==> src/rtl/load_interlock.sv <==
module load_interlock #(
  parameter int          CTRL_W    = 16,
  parameter logic [5:0]  OP_LOAD   = 6'h23,
  parameter logic [5:0]  OP_STORE  = 6'h2B,
  parameter logic [5:0]  OP_RR     = 6'h00,
  parameter logic [5:0]  OP_BR_A   = 6'h04,
  parameter logic [5:0]  OP_BR_B   = 6'h05,
  parameter logic [5:0]  OP_IMM_LO = 6'h08,
  parameter logic [5:0]  OP_IMM_HI = 6'h0F
) (
  input  logic [31:0]       idex_instr,
  input  logic [31:0]       ifid_instr,
  input  logic [CTRL_W-1:0] idex_ctrl_in,
  output logic [CTRL_W-1:0] idex_ctrl_out,
  output logic              stall,
  output logic              ifid_hold,
  output logic              pc_hold
);
  logic [5:0] ex_op, id_op;
  logic [4:0] ex_dst, id_src_a, id_src_b;
  logic       ex_load, id_rr, id_one_src, hit_a, hit_b;

  assign ex_op    = idex_instr[31:26];
  assign ex_dst   = idex_instr[20:16];
  assign id_op    = ifid_instr[31:26];
  assign id_src_a = ifid_instr[25:21];
  assign id_src_b = ifid_instr[20:16];

  assign ex_load    = (ex_op == OP_LOAD) && (ex_dst != 5'd0);
  assign id_rr      = (id_op == OP_RR);
  assign id_one_src = (id_op == OP_LOAD) || (id_op == OP_STORE) ||
                      (id_op == OP_BR_A) || (id_op == OP_BR_B) ||
                      ((id_op >= OP_IMM_LO) && (id_op <= OP_IMM_HI));
  assign hit_a = (ex_dst == id_src_a);
  assign hit_b = (ex_dst == id_src_b);

  assign stall         = ex_load && ((id_rr && (hit_a || hit_b)) || (id_one_src && hit_a));
  assign ifid_hold     = stall;
  assign pc_hold       = stall;
  assign idex_ctrl_out = stall ? '0 : idex_ctrl_in;
endmodule


==> config.mk <==
export PLATFORM = sky130hd
export DESIGN_NAME = load_interlock
export DESIGN_NICKNAME = d
export VERILOG_FILES = /design/src/rtl/load_interlock.sv
export SDC_FILE = /design/constraint.sdc
export NUM_CORES = 1
export LEC_CHECK = 0
export BUFFER_PORTS_ARGS = -buffer_cell sky130_fd_sc_hd__clkbuf_2
export CELL_PAD_IN_SITES_DETAIL_PLACEMENT = 1
export CELL_PAD_IN_SITES_GLOBAL_PLACEMENT = 1
export CORE_MARGIN = 5
export CORE_UTILIZATION = 11
export DETAILED_ROUTE_END_ITERATION = 16
export PLACE_DENSITY = 0.94
export SETUP_SLACK_MARGIN = 0.1
export SLEW_MARGIN = 25
export SYNTH_ARGS = -nofsm -noshare
export SYNTH_HDL_FRONTEND = slang
export SYNTH_SLANG_ARGS = --single-unit
==> constraint.sdc <==
create_clock -name vclk -period 3.85
set_input_delay 0.1925 -clock vclk [all_inputs]
set_output_delay 0.1925 -clock vclk [all_outputs]
set_load 0.01 [all_outputs]
==> flow_metrics.env, run 1 <==
export IMPL_wl_per_cell_um=10.27
export IMPL_rsz0062_at_grt="no"
export IMPL_rows=20
export IMPL_ant_nets=0
export IMPL_period_minus_slack_ns=1.895
export IMPL_nFlopsAndLatches=0
export IMPL_postLayoutCellArea_um2=688.2
export IMPL_port_buffers=62
export IMPL_total_power_mw=0.06100
export IMPL_powerDensity_nw_per_um2=88.64
export IMPL_grt_antenna_before_repair=0
export IMPL_drive_gt1_frac=0.7692
export IMPL_fin_crit_sh=0.4923
export IMPL_die_w_um=66.34
export IMPL_maxSlewHeadroom=0.8211
export IMPL_syn_to_final_growth_pct=97.13
export IMPL_cp_required_ns=3.66
export IMPL_grt_pass1_vias=575
export IMPL_hold_violations=0
export IMPL_fmax_mhz=527.6
export IMPL_leakagePower_nw=0.3887
export IMPL_avgSynthCellArea_um2=7.757
export IMPL_irDropWorstVdd_v=0.00002297
export IMPL_worst_slack_ns=1.955
export IMPL_regArea_um2=0
export IMPL_cts_resized=0
export IMPL_ctsHoldBuffers=0
export IMPL_start_util=0.1143
export IMPL_place_area_um2=688.2
export IMPL_synthDistinctLibCells=18
export IMPL_netlist_instances=45
export IMPL_core_area_um2=3053
export IMPL_crit_type="in2out"
export IMPL_multi_input_area_um2=315.3
export IMPL_synth_area_leaders="and2_4, xor2_1, and2_2, xnor2_1, buf_4"
export IMPL_routed_via_count=557
export IMPL_grt_first_pass_wirelength_um=2352
export IMPL_synth_warnings=0
export IMPL_end_kind="primary output"
export IMPL_hold_depth=3
export IMPL_outcome="finished, final reports clean"
export IMPL_cp_start_kind="input port"
export IMPL_dp_slack_ns=1.904
export IMPL_grt_max_degree=18
export IMPL_hold_path_end="idex_ctrl_out[2]"
export IMPL_drt_first_iter_violations=1
export IMPL_viasPerCell=3.764
export IMPL_ys_seq_area_frac=0
export IMPL_setup_viol=0
export IMPL_drv_cap=0
export IMPL_syn_area_um2=349.1
export IMPL_syn_nets=125
export IMPL_clkbuf_count=0
export IMPL_die_h_um=66.34
export IMPL_dpl_hpwl_um=1529
export IMPL_fin_setup_tns_ns=0
export IMPL_totalWireLength_um=1520
export IMPL_hp_class="in2out"
export IMPL_antennaDiodeCount=0
export IMPL_place_congestion=0.6758
export IMPL_path_max_fanout=17
export IMPL_drc_errors=0
export IMPL_cts_setup_buffers=0
export IMPL_gr_usage_all_layers=0.06396
export IMPL_io_pin_count=99
export IMPL_tightestPinTransition_ns=0.2660
export IMPL_netlist_top_cell_by_area="and2_4"
export IMPL_drtPass1Iterations=2
export IMPL_finalMaxSlewViolations=0
export IMPL_min_from="idex_ctrl_in[2]"
export IMPL_fill_cells=403
export IMPL_gr_total_overflow=0
export IMPL_final_util=0.2254
export IMPL_layout_nets=186
export IMPL_synth_top_area_share=0.2258
export IMPL_dieArea_um2=4400
export IMPL_cp_arrival_ns=1.70
worst max-delay path: stages:
cell and delay (ns):
clkbuf_2 0.11, xor2_1 0.17, nor4_2 0.28, nand3_1 0.10, a221o_2 0.48, and2_2 0.24
clkbuf_2 0.12
cell families (layout without fill, tap and decap cells):
kind of cell	after synthesis	after routing	synth area share
buffers and inverters	5	64	0.09677
AO/OA/AOI/OAI	4	4	0.08242
AND/OR/NAND/NOR	26	26	0.5699
XOR/XNOR	10	10	0.2509
worst max-delay path by stage:
stage,slack (ns),cells after the start,endpoint,from
2_1_floorplan,2.19,7,pc_hold,idex_instr[16]
3_3_place_gp,1.91,7,idex_ctrl_out[0],idex_instr[16]
3_5_place_dp,1.90,7,idex_ctrl_out[0],idex_instr[16]
4_1_cts,1.90,7,idex_ctrl_out[0],idex_instr[16]
5_1_grt,1.83,7,idex_ctrl_out[1],idex_instr[16]
6_report,1.95,7,idex_ctrl_out[0],idex_instr[16]
cells in the mapped netlist, drive strengths merged:
cell type  number
or4             1
buf             3
o21ai           1
nand3           2
nand4           1
xnor2           2
a21oi           1
and2           16
nor4            3
inv             2
o21bai          1
nor3            2
a221o           1
nand4b          1
xor2            8
final cells by class:
class | count | area share
Multi-Input combinational cell | 40 | 0.4582
Inverter | 2 | 0.01091
Timing Repair Buffer | 62 | 0.4509
Tap cell | 44 | 0.08000
per-stage QoR:
stage | hold slack (ns) | cells
floorplan | 0.5087 | 45
global placement | 0.6874 | 148
detailed placement | 0.6930 | 148
CTS | 0.6933 | 148
global route | 0.7048 | 148
finish | 0.6902 | 148
routing by layer:
metal | share of wire | vias to the layer above | global-route usage
li1 | - | 270 | -
met1 | 0.29 | 240 | 0.05400
met2 | 0.49 | 47 | 0.1351
met3 | 0.22 | 0 | 0.03401
met4 | 0 | 0 | 0
met5 | 0 | - | 0
cells in the final DEF (no fill, tap or decap), drive strengths merged:
cell type / count
clkbuf: 62
nor4: 3
o21bai: 1
xor2: 8
nand4b: 1
nand4: 1
a21oi: 1
xnor2: 2
inv: 2
and2: 16
nand3: 2
nor3: 2
o21ai: 1
a221o: 1
or4: 1
report_power, final:
| part | switching [mW] | total (mW) | leakage [nW] | internal (mW) |
|---|---|---|---|---|
| Clock | 0 | 0 | 0 | 0 |
| Combinational | 0.0246 | 0.0610 | 0.389 | 0.0364 |
| Sequential | 0 | 0 | 0 | 0 |
Power figures use the tool's default switching activity.
==> run 2: changes to the inputs <==
ABC_AREA = 1   (was unset)
CORE_UTILIZATION = 13   (was 11)
PLACE_DENSITY = 0.85   (was 0.94)
clock period = 1.83 ns   (was 3.85 ns; I/O delays follow)
==> run 2 against run 1 <==
Net effect:
- design area grew 23%
- synthesized area grew 49%
- first-iteration DRC count shrank 100%
- via count grew 42%
- critical path depth grew 1
- sequential share of layout area is the same
- critical endpoint is now idex_ctrl_out[4]
==> flow_metrics.env, run 2 <==
export IMPL_outcome="finished, final reports clean"
export IMPL_layout_nets=243
export IMPL_regArea_um2=0
export IMPL_synthXorXnorAreaFrac=0.06731
export IMPL_dieArea_um2=5369
export IMPL_antennaDiodeCount=0
export IMPL_total_power_mw=0.1465
export IMPL_netlist_top_cell_by_area="inv_1"
export IMPL_die_w_um=73.28
export IMPL_irDropWorstVdd_v=0.00003388
export IMPL_grt_pass1_vias=792
export IMPL_finalMaxSlewViolations=0
export IMPL_cts_setup_buffers=0
export IMPL_ctsHoldBuffers=0
export IMPL_drt_first_iter_violations=0
export IMPL_final_cell_mix="clkbuf_2, inv_1, nand2_1"
export IMPL_die_h_um=73.28
export IMPL_powerDensity_nw_per_um2=172.9
export IMPL_synth_compound_area_frac=0.2356
export IMPL_yosys_area_share_simple=0.3726
export IMPL_start_util=0.1320
export IMPL_grt_max_degree=17
export IMPL_totalWireLength_um=1939
export IMPL_ys_seq_area_frac=0
export IMPL_syn_nets=183
export IMPL_rows=23
export IMPL_synth_commonest_cells="inv_1, nand2_1, nor2_1"
export IMPL_routed_via_count=793
export IMPL_fin_crit_sh=0.7267
export IMPL_place_congestion=0.6083
export IMPL_clkbuf_count=0
export IMPL_viasPerCell=3.758
export IMPL_synthAdderAreaFrac=0
export IMPL_multi_input_area_um2=351.6
export IMPL_end_kind="primary output"
export IMPL_avgSynthCellArea_um2=5.053
export IMPL_cp_start_kind="input port"
export IMPL_ant_nets=0
export IMPL_leakagePower_nw=0.5717
export IMPL_gr_usage_all_layers=0.06593
export IMPL_syn_to_final_growth_pct=62.74
export IMPL_yosysMostFrequentCell="inv_1"
export IMPL_io_pin_count=99
export IMPL_dpl_hpwl_um=1805
export IMPL_drv_cap=0
export IMPL_drive_gt1_frac=0.4783
export IMPL_synthDistinctLibCells=16
export IMPL_hp_class="in2out"
export IMPL_port_buffers=62
export IMPL_cp_arrival_ns=1.24
export IMPL_cts_resized=0
export IMPL_tightestPinTransition_ns=0.4106
export IMPL_synth_top_area_share=0.2091
export IMPL_fin_setup_tns_ns=0
export IMPL_netlist_instances=103
export IMPL_grt_first_pass_wirelength_um=3001
export IMPL_hold_violations=0
export IMPL_fill_cells=537
export IMPL_wl_per_cell_um=9.190
export IMPL_fmax_mhz=751.9
export IMPL_path_max_fanout=16
export IMPL_setup_viol=0
export IMPL_grt_antenna_before_repair=0
export IMPL_nFlopsAndLatches=0
export IMPL_period_minus_slack_ns=1.330
export IMPL_synth_warnings=0
export IMPL_synth_top_family_by_area="simple AND/OR/NAND/NOR gates"
export IMPL_gr_total_overflow=0
export IMPL_drtPass1Iterations=1
export IMPL_core_area_um2=3943
export IMPL_crit_type="in2out"
export IMPL_maxSlewHeadroom=0.7253
export IMPL_cp_required_ns=1.74
export IMPL_rsz0062_at_grt="no"
export IMPL_final_common_cell="clkbuf_2"
export IMPL_synth_area_mux_share=0
export IMPL_syn_area_um2=520.5
export IMPL_synth_area_leaders="inv_1, nand2_1, a21oi_2, nor2_1, a21oi_1"
export IMPL_drc_errors=0
[run 2: cell type report]
type,instances,share of cell area
multi-input combinational,67,0.4151
timing repair buffer,62,0.3663
tap,50,0.07386
inverter,32,0.1448
[run 2: critical path: stages]
cell and delay [ns]:
clkbuf_2 0.09, nor2_1 0.14, nand3_1 0.11, nor2_1 0.12, nand2_1 0.08, nand2_2 0.33
a21oi_1 0.12, clkbuf_2 0.15
[run 2: report_power, final]
| group | total, mW | leakage, nW | switching, mW | internal (mW) |
|---|---|---|---|---|
| Sequential | 0 | 0 | 0 | 0 |
| Clock | 0 | 0 | 0 | 0 |
| Combinational | 0.146 | 0.572 | 0.0740 | 0.0724 |
[run 2: routing by layer]
layer | share of wire | track usage | up-vias
li1 | - | - | 415
met1 | 0.37 | 0.06373 | 341
met5 | 0 | 0 | -
met3 | 0.12 | 0.01368 | 0
met4 | 0 | 0 | 0
met2 | 0.51 | 0.1450 | 37
[run 2: stage by stage]
| stage | setup slack, ns | util | instances | cell area, µm² | hold slack (ns) |
|---|---|---|---|---|---|
| global placement | 0.4984 | 0.2149 | 211 | 847.1 | 0.4444 |
| floorplan | 0.7847 | - | 103 | 520.5 | 0.2671 |
| detailed placement | 0.4509 | 0.2149 | 211 | 847.1 | 0.4519 |
| finish | 0.5001 | 0.2149 | 211 | 847.1 | 0.4462 |
| global route | 0.3521 | 0.2149 | 211 | 847.1 | 0.4600 |
| CTS | 0.4500 | 0.2149 | 211 | 847.1 | 0.4519 |
[run 2: worst paths after layout]
check,start,endpoint,depth (start not counted)
min,idex_ctrl_in[15],idex_ctrl_out[15],4
max,ifid_instr[31],idex_ctrl_out[4],8
[run 2: cell families after synthesis]
kind of cell           after synthesis
AO/OA/AOI/OAI                       17
buffers and inverters               36
XOR/XNOR                             4
AND/OR/NAND/NOR                     46
==> run 3: changes to the inputs <==
clock period = 1.33 ns   (was 1.83 ns; I/O delays follow)
==> run 3 against run 2 <==
Net effect:
- power increased by 50%
- first-iteration DRC count increased by 5
- combinational power increased by 51%
- routed wire length increased by 4.3%
- cell count increased by 0.95%
- setup slack got worse by 0.33 ns
- sequential share of layout area unchanged
- global-route usage decreased by 0.17 points
- via count increased by 1.5%
- count of clock-buffer cells in the layout unchanged
- flip-flop and latch count unchanged
- die area unchanged
- largest cell class unchanged
- highest routed layer unchanged
==> flow_metrics.env, run 3 (synthesized netlist as in run 2, its figures left out) <==
export IMPL_grt_antenna_before_repair=0
export IMPL_fill_cells=529
export IMPL_hold_depth=4
export IMPL_hold_path_end="idex_ctrl_out[4]"
export IMPL_grt_first_pass_wirelength_um=2946
export IMPL_period_minus_slack_ns=1.158
export IMPL_ctsHoldBuffers=0
export IMPL_path_max_fanout=16
export IMPL_viasPerCell=3.779
export IMPL_power_frac_seq=0
export IMPL_irDropWorstVdd_v=0.00005302
export IMPL_dpl_hpwl_um=1807
export IMPL_worst_slack_ns=0.1717
export IMPL_path_buf_inv=3
export IMPL_grt_pass1_vias=755
export IMPL_gr_usage_all_layers=0.06424
export IMPL_fin_crit_sh=0.8709
export IMPL_final_cell_mix="clkbuf_2, inv_1, nand2_1"
export IMPL_slowest_delay_ns=0.23
export IMPL_power_frac_comb=1.000
export IMPL_internal_power_mw=0.1103
export IMPL_antennaDiodeCount=0
export IMPL_p_clk_frac=0
export IMPL_crit_type="in2out"
export IMPL_regArea_um2=0
export IMPL_fin_setup_tns_ns=0
export IMPL_rsz0062_at_grt="yes"
export IMPL_p_sw_mw=0.1093
export IMPL_finalMaxSlewViolations=0
export IMPL_die_w_um=73.28
export IMPL_dieArea_um2=5369
export IMPL_clkbuf_count=0
export IMPL_dp_slack_ns=0.1132
export IMPL_min_from="idex_ctrl_in[4]"
export IMPL_totalWireLength_um=2022
export IMPL_drc_errors=0
export IMPL_crit_path_top_delay_cell="or2_0"
export IMPL_postLayoutCellArea_um2=915.9
export IMPL_cp_required_ns=1.26
export IMPL_nFlopsAndLatches=0
export IMPL_drive_gt1_frac=0.5153
export IMPL_cp_top_family="simple AND/OR/NAND/NOR gates"
export IMPL_maxSlewHeadroom=0.8714
export IMPL_leakagePower_nw=0.5900
export IMPL_outcome="finished, final reports clean"
export IMPL_multi_input_area_um2=372.9
export IMPL_cp_cell_sequence="clkbuf_2 -> or2_0 -> nor2_1 -> nor2_1 -> nand2_2 -> inv_6 -> a21oi_1 -> clkbuf_2"
export IMPL_total_power_mw=0.2195
export IMPL_grt_max_degree=17
export IMPL_end_kind="primary output"
export IMPL_gr_total_overflow=0
export IMPL_powerDensity_nw_per_um2=239.7
export IMPL_switching_share=0.4977
export IMPL_layout_nets=245
export IMPL_start_util=0.1320
export IMPL_tightestPinTransition_ns=0.1930
export IMPL_rows=23
export IMPL_io_pin_count=99
export IMPL_hp_class="in2out"
export IMPL_port_buffers=62
export IMPL_place_area_um2=867.1
export IMPL_fmax_mhz=863.4
export IMPL_drv_cap=0
export IMPL_die_h_um=73.28
export IMPL_core_area_um2=3943
export IMPL_routed_via_count=805
export IMPL_cp_start_kind="input port"
export IMPL_drtPass1Iterations=2
export IMPL_wl_per_cell_um=9.493
export IMPL_hold_violations=0
export IMPL_drt_first_iter_violations=5
export IMPL_cp_arrival_ns=1.09
export IMPL_place_congestion=0.6150
export IMPL_syn_to_final_growth_pct=75.96
export IMPL_ant_nets=0
export IMPL_setup_viol=0
export IMPL_final_common_cell="clkbuf_2"
[run 3: cell types whose count changed in the layout (fill, tap and decap cells not counted), moves of 2 or more]
cell,change
clkbuf_2,-6
nor2_1,-2
nor2_2,+2
buf_2,+6
[run 3: worst max-delay path by stage]
| stage | startpoint | to | slack [ns] | depth (start not counted) |
|---|---|---|---|---|
| 6_report | idex_instr[16] | idex_ctrl_out[4] | 0.17 | 8 |
| 4_1_cts | idex_instr[16] | idex_ctrl_out[9] | 0.11 | 8 |
| 5_1_grt | idex_instr[16] | idex_ctrl_out[0] | 0.07 | 8 |
| 3_5_place_dp | idex_instr[16] | idex_ctrl_out[9] | 0.11 | 8 |
| 3_3_place_gp | idex_instr[16] | idex_ctrl_out[2] | 0.14 | 8 |
| 2_1_floorplan | ifid_instr[31] | pc_hold | 0.33 | 6 |
[run 3: cell type report]
| class | instances | share of cell area |
|---|---|---|
| multi-input combinational | 67 | 0.4071 |
| timing repair buffer | 64 | 0.3880 |
| inverter | 32 | 0.1366 |
| tap | 50 | 0.06831 |
[run 3: power by group through the flow]
| stage | sequential [mW] | combinational (mW) | clock [mW] |
|---|---|---|---|
| 2_1_floorplan | 0 | 0.0999 | 0 |
| 3_3_place_gp | 0 | 0.205 | 0 |
| 3_5_place_dp | 0 | 0.212 | 0 |
| 4_1_cts | 0 | 0.213 | 0 |
| 5_1_grt | 0 | 0.247 | 0 |
| 6_report | 0 | 0.220 | 0 |
[run 3: stage by stage]
stage,hold slack (ns),std cells,util
global route,0.4165,213,0.2323
CTS,0.4005,212,0.2199
detailed placement,0.4005,212,0.2199
global placement,0.3940,212,0.2199
finish,0.3996,213,0.2323
floorplan,0.2171,103,-
[run 3: what timing repair did]
action,4_1_cts,5_1_grt
buffers inserted,0,0
endpoints found under the setup margin,0,18
resized for setup,0,13
[run 3: per-layer routing]
layer | share of wire | GRT usage | vias up
li1 | - | - | 418
met1 | 0.38 | 0.06944 | 350
met2 | 0.50 | 0.1351 | 37
met3 | 0.12 | 0.009576 | 0
met4 | 0 | 0 | 0
met5 | 0 | 0 | -
